### src/rtl/ptwPkg.sv
package ptwPkg;
  localparam int PRESENT_BIT = 0;
  localparam int PS_BIT      = 7;

  localparam logic [1:0] RSP_OK         = 2'd0;
  localparam logic [1:0] RSP_NONCANON   = 2'd1;
  localparam logic [1:0] RSP_NOTPRESENT = 2'd2;

  typedef enum logic [1:0] {
    ST_IDLE  = 2'd0,
    ST_ISSUE = 2'd1,
    ST_WAIT  = 2'd2,
    ST_RESP  = 2'd3
  } ptwState_e;

  typedef struct packed {
    logic capture;
    logic setNonCanon;
    logic stepDown;
    logic takeLeaf;
    logic setNotPresent;
  } ptwStrobe_t;
endpackage

### src/rtl/ptwCtrl.sv
module ptwCtrl
  import ptwPkg::*;
#(
  parameter int LEVELS    = 4,
  parameter int LARGE_TOP = 2,
  localparam int LVL_W    = $clog2(LEVELS)
) (
  input  logic             clk,
  input  logic             rstN,
  input  logic             reqValid,
  input  logic             reqNonCanon,
  input  logic             memRdDataValid,
  input  logic             entryPresent,
  input  logic             entryPs,
  output logic             reqReady,
  output logic             memRdEn,
  output logic             rspValid,
  output logic [LVL_W-1:0] level,
  output ptwStrobe_t       strobe
);
  localparam logic [LVL_W-1:0] TOP_LVL = LVL_W'(LEVELS - 1);
  localparam logic [LVL_W-1:0] BIG_LVL = LVL_W'(LARGE_TOP);

  ptwState_e state, stateNext;
  logic [LVL_W-1:0] levelNext;
  logic isLeaf;

  // A page is reached at the bottom level, or at a large-page level with the flag set
  assign isLeaf = (level == '0) || (entryPs && (level != '0) && (level <= BIG_LVL));

  always_comb begin
    stateNext = state;
    levelNext = level;
    strobe    = '0;
    unique case (state)
      ST_IDLE: begin
        if (reqValid) begin
          strobe.capture = 1'b1;
          if (reqNonCanon) begin
            strobe.setNonCanon = 1'b1;
            stateNext = ST_RESP;
          end else begin
            levelNext = TOP_LVL;
            stateNext = ST_ISSUE;
          end
        end
      end
      ST_ISSUE: stateNext = ST_WAIT;
      ST_WAIT: begin
        if (memRdDataValid) begin
          if (!entryPresent) begin
            strobe.setNotPresent = 1'b1;
            stateNext = ST_RESP;
          end else if (isLeaf) begin
            strobe.takeLeaf = 1'b1;
            stateNext = ST_RESP;
          end else begin
            strobe.stepDown = 1'b1;
            levelNext = level - 1'b1;
            stateNext = ST_ISSUE;
          end
        end
      end
      ST_RESP: stateNext = ST_IDLE;
      default: stateNext = ST_IDLE;
    endcase
  end

  always_ff @(posedge clk) begin
    if (!rstN) begin
      state <= ST_IDLE;
      level <= '0;
    end else begin
      state <= stateNext;
      level <= levelNext;
    end
  end

  assign reqReady = (state == ST_IDLE);
  assign memRdEn  = (state == ST_ISSUE);
  assign rspValid = (state == ST_RESP);
endmodule

### src/rtl/ptwDatapath.sv
module ptwDatapath
  import ptwPkg::*;
#(
  parameter int VA_W     = 64,
  parameter int PA_W     = 52,
  parameter int ENTRY_W  = 64,
  parameter int RECOG    = 48,
  parameter int LEVELS   = 4,
  parameter int IDX_W    = 9,
  parameter int PG_SHIFT = 12,
  localparam int LVL_W   = $clog2(LEVELS),
  localparam int ENT_SH  = $clog2(ENTRY_W / 8)
) (
  input  logic               clk,
  input  logic               rstN,
  input  ptwStrobe_t         strobe,
  input  logic [LVL_W-1:0]   level,
  input  logic [PA_W-1:0]    rootBase,
  input  logic [VA_W-1:0]    reqAddr,
  input  logic [ENTRY_W-1:0] memRdData,
  output logic               reqNonCanon,
  output logic               entryPresent,
  output logic               entryPs,
  output logic [PA_W-1:0]    memRdAddr,
  output logic [1:0]         rspCode,
  output logic [LVL_W-1:0]   rspLevel,
  output logic [LVL_W-1:0]   rspSize,
  output logic [PA_W-1:0]    rspPhys
);
  logic [VA_W-1:0] vaReg;
  logic [PA_W-1:0] baseReg;

  // Upper bits must replicate the highest recognised bit
  logic [VA_W-RECOG:0] upperBits;
  assign upperBits   = reqAddr[VA_W-1:RECOG-1];
  assign reqNonCanon = !((&upperBits) || !(|upperBits));

  logic [IDX_W-1:0] idxLvl  [LEVELS];
  logic [PA_W-1:0]  offMask [LEVELS];

  for (genvar g = 0; g < LEVELS; g++) begin : gLvl
    localparam int OFFB = PG_SHIFT + g * IDX_W;
    assign idxLvl[g]  = vaReg[OFFB +: IDX_W];
    assign offMask[g] = {{(PA_W - OFFB){1'b0}}, {OFFB{1'b1}}};
  end

  logic [IDX_W-1:0] curIdx;
  logic [PA_W-1:0]  curMask;
  logic [PA_W-1:0]  entryPa;
  logic [PA_W-1:0]  nextBase;
  logic [PA_W-1:0]  leafPhys;

  assign curIdx    = idxLvl[level];
  assign curMask   = offMask[level];
  assign memRdAddr = baseReg + {{(PA_W - IDX_W - ENT_SH){1'b0}}, curIdx, {ENT_SH{1'b0}}};

  assign entryPa      = memRdData[PA_W-1:0];
  assign entryPresent = memRdData[PRESENT_BIT];
  assign entryPs      = memRdData[PS_BIT];
  assign nextBase     = {entryPa[PA_W-1:PG_SHIFT], {PG_SHIFT{1'b0}}};
  assign leafPhys     = (entryPa & ~curMask) | (vaReg[PA_W-1:0] & curMask);

  always_ff @(posedge clk) begin
    if (!rstN) begin
      vaReg    <= '0;
      baseReg  <= '0;
      rspCode  <= RSP_OK;
      rspLevel <= '0;
      rspSize  <= '0;
      rspPhys  <= '0;
    end else begin
      if (strobe.capture) begin
        vaReg   <= reqAddr;
        baseReg <= rootBase;
      end
      if (strobe.stepDown) baseReg <= nextBase;
      if (strobe.setNonCanon) begin
        rspCode  <= RSP_NONCANON;
        rspLevel <= LVL_W'(LEVELS - 1);
        rspSize  <= '0;
        rspPhys  <= '0;
      end
      if (strobe.setNotPresent) begin
        rspCode  <= RSP_NOTPRESENT;
        rspLevel <= level;
        rspSize  <= '0;
        rspPhys  <= '0;
      end
      if (strobe.takeLeaf) begin
        rspCode  <= RSP_OK;
        rspLevel <= level;
        rspSize  <= level;
        rspPhys  <= leafPhys;
      end
    end
  end
endmodule

### src/rtl/ptWalker.sv
module ptWalker
  import ptwPkg::*;
#(
  parameter int VA_W      = 64,
  parameter int PA_W      = 52,
  parameter int ENTRY_W   = 64,
  parameter int RECOG     = 48,
  parameter int LEVELS    = 4,
  parameter int IDX_W     = 9,
  parameter int PG_SHIFT  = 12,
  parameter int LARGE_TOP = 2,
  localparam int LVL_W    = $clog2(LEVELS)
) (
  input  logic               clk,
  input  logic               rstN,
  input  logic [PA_W-1:0]    rootBase,
  input  logic               reqValid,
  output logic               reqReady,
  input  logic [VA_W-1:0]    reqAddr,
  output logic               memRdEn,
  output logic [PA_W-1:0]    memRdAddr,
  input  logic               memRdDataValid,
  input  logic [ENTRY_W-1:0] memRdData,
  output logic               rspValid,
  output logic [1:0]         rspCode,
  output logic [LVL_W-1:0]   rspLevel,
  output logic [LVL_W-1:0]   rspSize,
  output logic [PA_W-1:0]    rspPhys
);
  ptwStrobe_t       strobe;
  logic [LVL_W-1:0] level;
  logic             reqNonCanon;
  logic             entryPresent;
  logic             entryPs;

  ptwCtrl #(
    .LEVELS   (LEVELS),
    .LARGE_TOP(LARGE_TOP)
  ) uCtrl (
    .clk           (clk),
    .rstN          (rstN),
    .reqValid      (reqValid),
    .reqNonCanon   (reqNonCanon),
    .memRdDataValid(memRdDataValid),
    .entryPresent  (entryPresent),
    .entryPs       (entryPs),
    .reqReady      (reqReady),
    .memRdEn       (memRdEn),
    .rspValid      (rspValid),
    .level         (level),
    .strobe        (strobe)
  );

  ptwDatapath #(
    .VA_W    (VA_W),
    .PA_W    (PA_W),
    .ENTRY_W (ENTRY_W),
    .RECOG   (RECOG),
    .LEVELS  (LEVELS),
    .IDX_W   (IDX_W),
    .PG_SHIFT(PG_SHIFT)
  ) uDp (
    .clk         (clk),
    .rstN        (rstN),
    .strobe      (strobe),
    .level       (level),
    .rootBase    (rootBase),
    .reqAddr     (reqAddr),
    .memRdData   (memRdData),
    .reqNonCanon (reqNonCanon),
    .entryPresent(entryPresent),
    .entryPs     (entryPs),
    .memRdAddr   (memRdAddr),
    .rspCode     (rspCode),
    .rspLevel    (rspLevel),
    .rspSize     (rspSize),
    .rspPhys     (rspPhys)
  );
endmodule

### config.mk
export PLATFORM = sky130hd
export DESIGN_NAME = ptWalker
export DESIGN_NICKNAME = d
export VERILOG_FILES = /design/src/rtl/ptwPkg.sv /design/src/rtl/ptwCtrl.sv /design/src/rtl/ptwDatapath.sv /design/src/rtl/ptWalker.sv
export SDC_FILE = /design/constraint.sdc
export NUM_CORES = 1
export LEC_CHECK = 0
export BUFFER_PORTS_ARGS = -buffer_cell sky130_fd_sc_hd__buf_2
export CAP_MARGIN = 20
export CORE_UTILIZATION = 44
export DETAILED_ROUTE_END_ITERATION = 10
export GPL_TIMING_DRIVEN = 0
export PLACE_DENSITY = 0.74
export SLEW_MARGIN = 15
export SYNTH_ARGS = -nofsm -noshare
export SYNTH_HDL_FRONTEND = slang
export SYNTH_SLANG_ARGS = --single-unit
### constraint.sdc
create_clock -name clk -period 3.9 [get_ports clk]
set_input_delay 0.195 -clock clk [delete_from_list [all_inputs] [get_ports clk]]
set_output_delay 0.195 -clock clk [all_outputs]
set_load 0.1 [all_outputs]
==> impl_metrics.ini, run 1 <==
[clock_network]
clkTransAtPathRegs_ns = 0.07
clkLatencyLatePin_ns = 0.42
clock-sinks = 162
clockRootBuffer = clkbuf_16
htreeDepth = 4
cts_tree = built
cts_inserted_buffers = 17
clockBufferDepth = 2

[setup_path]
crit_path_top_delay_cell = mux4_2
arrival_ns = 3.59
startpoint_type = register
critical_path_class = register to output pin
crit_start = uCtrl.level[1]
worst-r2r-setup-slack_ns = 0.28
crit_chain = clkbuf_16 > mux4_2 > ha_4 > nand3_2 > o221ai_2 > a21o_1 > or4b_4 > buf_8 > nor3b_4 > xor2_2 > buf_12
cp_max_fo = 10
slowest_delay_ns = 0.54
endpoint_kind = output pin
r2r-start = uCtrl.level[1]
required_ns = 3.70

[cells_and_area]
design_area_sq_mm = 0.0108
register_area_sq_mm = 0.00325
instances_no_fill = 1434
drive_gt1_frac = 0.326
multiInputGateArea_sq_mm = 0.00466
layout.nets = 1391
fill_cells = 1454
final_util = 0.625
synthToLayoutAreaGrowth_pct = 39.1

[die]
fp.dieH_um = 135
fp-row-count = 48
fp.coreArea_sq_mm = 0.0172
start_util = 0.449
die_area_sq_mm = 0.0181
ios = 297
fp.dieW_um = 135

[routing]
ant_nets = 0
vias = 7816
via_per_inst = 5.45
routedWlPerCell_um = 18.3
drc_errors = 0
drt_iter0_drc = 463
wirelength_mm = 26.2
first_pass_iters = 5

[grt]
busiest_layer = met2
use_met3 = 0.0698
grt_pass1_vias = 7176
use_met2 = 0.452
grt_use_met1 = 0.368
antenna_found_initial = 4
grt_max_degree = 17
overflow = 0
grt_pass1_wl_mm = 39.1
track_usage = 0.285

[yosys]
syn_inst = 881
yosysWarnings = 0
async_flop_share = 0
synth_nets = 1078
synth.area.top_cells = dfxtp_1, nand2_1, o211a_1
ys.flop_type = dfxtp_1
synth.distinct_cells = 49
yosys.area.top_type = dfxtp_1
ys_seq_elements = 162
syn_avg_cell_area_sq_um = 8.78
yosysSeqAreaShare = 0.419
synth_top_cell_area_share = 0.419
synth_edf_count = 0
netlist_area_sq_mm = 0.00774

[timing]
hold_slack_ns = 0.0127
final.period_utilization = 0.970
slew_headroom = 0.354
post-route-min-period_ns = 3.78
fin_worst_skew_ns = 0.0106
setup_viol = 0
fmax_mhz = 264
final_hold_viol_count = 0
slew_violations = 0
worst_pin_slew_ns = 0.965

[placed_design]
gp_congestion = 0.879
place.detailed.hpwl_mm = 19.8
place.port_buffers = 273
placed_area_sq_mm = 0.00974
placedCellCount = 1379

[worst_hold_path]
hold_class = input port to register
min_from = rootBase[9]

[pwr]
p_per_area_mw_per_mm2 = 412
vdd.ir_drop.worst_mv = 0.313
p_seq_frac = 0.413
internal_power_mw = 2.92
p_leak_nw = 5.22
swShare = 0.342
switchingPower_mw = 1.52
power_mw = 4.44
clkPwrFrac = 0.360
p_comb_frac = 0.227

[run]
max_cap_viol_count = 0

[run_status]
status = finished clean
## flip-flops by register name (all words and copies together) (netlist names)
name,flops
uCtrl.level,2
uCtrl.state,2
uDp.baseReg,52
uDp.rspCode,2
uDp.rspLevel,2
uDp.rspPhys,52
uDp.rspSize,2
uDp.vaReg,48
## critical path: cells and delay by family (launching register included)
family                   cells  cell delay (ns)
AO/OA/AOI/OAI                2             0.39
XOR/XNOR                     1             0.22
adder cells (fa/ha/maj)      1             0.32
buffers and inverters        3             0.53
flip-flops                   1             0.35
multiplexers                 1             0.54
AND/OR/NAND/NOR              3             0.80
## synthesized netlist by cell type, types with 2 or more instances
library cell	instances
nand2_1	224
dfxtp_1	162
nand3_1	60
clkbuf_1	53
a21boi_0	49
o211a_1	40
xnor2_1	35
a22o_1	27
mux2i_1	27
o2bb2ai_1	27
a21oi_1	25
nor2_1	23
nand4_1	15
ha_1	12
xor2_1	12
inv_1	11
mux4_2	9
and2_1	7
a21o_1	6
and4_1	6
o21ai_0	6
buf_2	5
nor4_1	4
and3_1	3
buf_1	3
buf_4	3
nor3_1	3
nor2b_1	2
nor3_2	2
## placed cells by master (no fill, tap or decap), drive strengths merged, types with 12 or more instances in the layout
| cell type | Yosys | layout |
|---|---|---|
| nor2 | 23 | 23 |
| buf | 11 | 280 |
| dlygate4sd3 | 0 | 16 |
| a21oi | 25 | 25 |
| xnor2 | 35 | 35 |
| inv | 11 | 13 |
| nand2 | 224 | 224 |
| o2bb2ai | 27 | 27 |
| dfxtp | 162 | 162 |
| a21boi | 49 | 49 |
| xor2 | 12 | 12 |
| ha | 12 | 12 |
| o211a | 40 | 40 |
| mux2i | 27 | 27 |
| clkbuf | 53 | 82 |
| a22o | 27 | 27 |
| nand3 | 60 | 60 |
| nand4 | 16 | 16 |
## kinds of logic after synthesis
| kind of cell | count (synthesis) | synth area share |
|---|---|---|
| AND/OR/NAND/NOR | 359 | 0.210 |
| AO/OA/AOI/OAI | 189 | 0.196 |
| flip-flops | 162 | 0.419 |
| buffers and inverters | 75 | 0.0386 |
| XOR/XNOR | 47 | 0.0532 |
| multiplexers | 36 | 0.0611 |
| adder cells (fa/ha/maj) | 13 | 0.0220 |
## metrics by stage
| step | TNS [ns] | setup WS (ns) |
|---|---|---|
| floorplan | -0.102 | -0.102 |
| global placement | -5.55 | -0.306 |
| detailed placement | -6.83 | -0.377 |
| CTS | 0 | 0.00139 |
| global route | -0.00734 | -0.00734 |
| finish | 0 | 0.116 |
## final cells by class
| type | count | area share |
|---|---|---|
| Tap cell | 225 | 0.0261 |
| Inverter | 11 | 0.00383 |
| Buffer | 64 | 0.0274 |
| Timing Repair Buffer | 294 | 0.156 |
| Clock buffer | 20 | 0.0415 |
| Clock inverter | 11 | 0.00988 |
| Antenna cell | 3 | 0.000697 |
| Multi-Input combinational cell | 644 | 0.433 |
| Sequential cell | 162 | 0.302 |
## worst paths after layout
kind | to | depth (start not counted)
worst max-delay path | memRdAddr[47] | 11
worst min-delay path | uDp.baseReg[9] | 3
worst max register to register | uDp.rspPhys[45] | 10
worst min register to register | uDp.baseReg[2] | 2
## power by group through the flow
stage	logic, mW	clock network (mW)	registers (mW)
after floorplan	0.622	0	1.94
after global placement	0.955	0	1.86
after detailed placement	0.965	0	1.86
after CTS	0.997	1.61	1.83
after global routing	1.06	1.68	1.84
final	1.01	1.60	1.83
## routing by layer
metal | part of all wire | wire length [um]
met5 | 0.0012 | 31
met4 | 0.034 | 886
met3 | 0.081 | 2110
met2 | 0.46 | 12200
met1 | 0.42 | 11000
## repair_timing
item	4_1_cts	5_1_grt
hold endpoints to repair	15	1
hold buffers	15	1
gates resized for setup	48	24
endpoints found under the setup margin	53	27
pin swaps	3	4
setup buffers	4	1
(Power assumes the default switching activity.)
==> inputs of run 2 (changes only) <==
--- a/config.mk
+++ b/config.mk
@@ -10,8 +10,9 @@
 export CORE_UTILIZATION = 44
 export DETAILED_ROUTE_END_ITERATION = 10
 export GPL_TIMING_DRIVEN = 0
-export PLACE_DENSITY = 0.74
+export PLACE_DENSITY = 0.73
 export SLEW_MARGIN = 15
 export SYNTH_ARGS = -nofsm -noshare
 export SYNTH_HDL_FRONTEND = slang
+export SYNTH_HIERARCHICAL = 1
 export SYNTH_SLANG_ARGS = --single-unit
==> run 2 against run 1 <==
Effect of this change: the run now ends with design-rule violations left; global-route usage fell by 1.0 points; hold slack improved by 0.0043 ns; clock skew fell by 0.0051 ns; maximum frequency fell by 2.0%; synthesized area rose by 7.0%; setup slack got worse by 0.077 ns; sequential power barely moved; critical path depth rose by 2; combinational power rose by 12%; final area rose by 10%; non-clock buffer count fell by 9; register-to-register slack improved by 0.64 ns.
==> impl_metrics.ini, run 2 <==
[clock_network]
clockBufferDepth = 2
clock-sinks = 162
htreeDepth = 4
cts_inserted_buffers = 17
clkTransAtPathRegs_ns = 0.06
clkLatencyLatePin_ns = 0.42
clockRootBuffer = clkbuf_16
cts_tree = built

[timing]
worst_pin_slew_ns = 0.920
final.period_utilization = 0.990
post-route-min-period_ns = 3.86
slew_violations = 0
final_hold_viol_count = 0
slew_headroom = 0.384
fin_worst_skew_ns = 0.00552
fmax_mhz = 259
hold_slack_ns = 0.0169
setup_viol = 0

[setup_path]
ff2ff_path_depth = 7
critical-path-top-cell-by-count = buf_4
slowest_delay_ns = 0.54
r2r-start = uCtrl/state[1]
required_ns = 3.70
crit_path_top_delay_cell = mux4_2
arrival_ns = 3.67
critical_path_class = register to output pin
cp_top_family = adder cells
endpoint_kind = output pin
cp_max_fo = 6
rr_endpoint = uDp/baseReg[2]
worst-r2r-setup-slack_ns = 0.92
crit_chain = buf_4 > mux4_2 > ha_1 > fa_1 > a21oi_2 > o22ai_2 > o31ai_4 > buf_12 > buf_4 > nor2_1 > nand3_1 > xnor2_2 > buf_6
cp.buffers_inverters = 4
startpoint_type = register

[routing]
via_per_inst = 5.28
wirelength_mm = 26.7
routedWlPerCell_um = 18.6
first_pass_iters = 9
drt_iter0_drc = 526
drc_errors = 16
vias = 7580
ant_nets = 0

[grt]
grt_pass1_vias = 7242
antenna_found_initial = 5
grt_max_degree = 20
grt_pass1_wl_mm = 40.4
track_usage = 0.275
overflow = 0

[yosys]
syn_avg_cell_area_sq_um = 9.39
post-synth-top-count-cell = dfxtp_1
yosys.area.top_type = dfxtp_1
yosysSeqAreaShare = 0.392
synth.area.top_cells = dfxtp_1, mux2i_1, nor2b_1
async_flop_share = 0
ys_seq_elements = 162
netlist_area_sq_mm = 0.00828
yosysWarnings = 6
synth.top_cells.by_count = dfxtp_1, nor2b_1, mux2i_1
ys.flop_type = dfxtp_1
synth_edf_count = 0
synth_top_cell_area_share = 0.392
synth_nets = 1077
syn_inst = 881
synth.distinct_cells = 53

[placed_design]
placedCellCount = 1382
gp_congestion = 0.915
place.detailed.hpwl_mm = 20.9
place.port_buffers = 272

[cells_and_area]
instances_no_fill = 1435
synthToLayoutAreaGrowth_pct = 43.3
layout_common_cells = buf_2, dfxtp_1, nor2b_1, mux2i_1, nand2_1
final_util = 0.651
mostFrequentLayoutCell = buf_2
drive_gt1_frac = 0.376
layout.nets = 1385
top_regs = uDp/baseReg (52), uDp/rspPhys (52), uDp/vaReg (48)

[pwr]
p_leak_nw = 5.08
p_per_area_mw_per_mm2 = 380
vdd.ir_drop.worst_mv = 0.287

[run_status]
status = finished with violations
violations = design-rule violations

[worst_hold_path]
hold_end = uDp/baseReg[11]
hold_class = input port to register
holdPathStages = 3
min_from = rootBase[11]

[die]
fp.coreArea_sq_mm = 0.0182
fp.dieW_um = 139
ios = 297
die_area_sq_mm = 0.0194
fp.dieH_um = 139
start_util = 0.455
fp-row-count = 49

[run]
max_cap_viol_count = 0
-- run 2: worst reg2reg max path: stages (launching register included) --
cell and delay, ns:
dfxtp_1 0.38, nor2_1 0.21, and2_1 0.15, clkbuf_1 0.62, buf_2 0.45, buf_1 0.64
mux2i_1 0.33, nor2_1 0.08
-- run 2: worst max path at each step --
stage / cells after the start / slack (ns) / end / from
after floorplan: 10 / -0.16 / memRdAddr[32] / uCtrl/level[1]
after global placement: 12 / -1.06 / memRdAddr[37] / uCtrl/level[1]
after detailed placement: 12 / -1.03 / memRdAddr[37] / uCtrl/level[1]
after CTS: 11 / -0.004 / memRdAddr[44] / uCtrl/level[0]
after global routing: 11 / -0.02 / memRdAddr[40] / uCtrl/level[0]
final: 13 / 0.04 / memRdAddr[25] / uCtrl/level[0]
-- run 2: area by class of cell --
cell class,instances,area [sq um]
clock buffers,23,488
well taps,229,287
repair buffers,290,1820
fillers,1509,6350
flip-flops and latches,162,3250
plain buffers,59,289
inverters,14,52.6
multi-input cells,645,5610
diodes,5,12.5
clock inverters,8,55.1
-- run 2: what timing repair did --
action / 4_1_cts / 5_1_grt
gates resized for setup: 116 / 34
endpoints found under the setup margin: 44 / 39
cloned: 0 / 0
hold buffers: 3 / 0
endpoints found under the hold margin: 3 / 0
setup buffers: 12 / 3
pin swaps: 9 / 8
-- run 2: cells by family (layout without fill, tap and decap cells) --
family,count (synthesis),in the layout,synth area share
mux,136,136,0.182
other cells,0,5,0
compound gates,127,127,0.0995
fa+ha+maj,12,12,0.0190
xor+xnor,47,47,0.0497
flops,162,162,0.392
buf+inv,74,394,0.0372
simple gates,323,323,0.221
-- run 2: stage by stage --
stage / area, sq um / worst slack (ns) / total power, mW / TNS [ns]
floorplan: 8870 / -0.163 / 2.67 / -0.163
global placement: 10500 / -1.06 / 2.92 / -28.23
detailed placement: 10500 / -1.03 / 2.94 / -28.72
CTS: 11700 / -0.00373 / 4.51 / -0.00373
global route: 11900 / -0.0178 / 4.66 / -0.0848
finish: 11900 / 0.0381 / 4.51 / 0
-- run 2: power breakdown --
group	total, mW	internal (mW)	switching [mW]
clock	1.53	0.876	0.656
combinational	1.13	0.376	0.756
sequential	1.84	1.74	0.102
-- run 2: layer usage --
layer,GRT usage,up-vias,wire length (um)
met3,0.0535,67,1530
met4,0.141,0,983
met1,0.349,3554,11500
met2,0.446,273,12700
li1,-,3686,-
met5,0,-,0
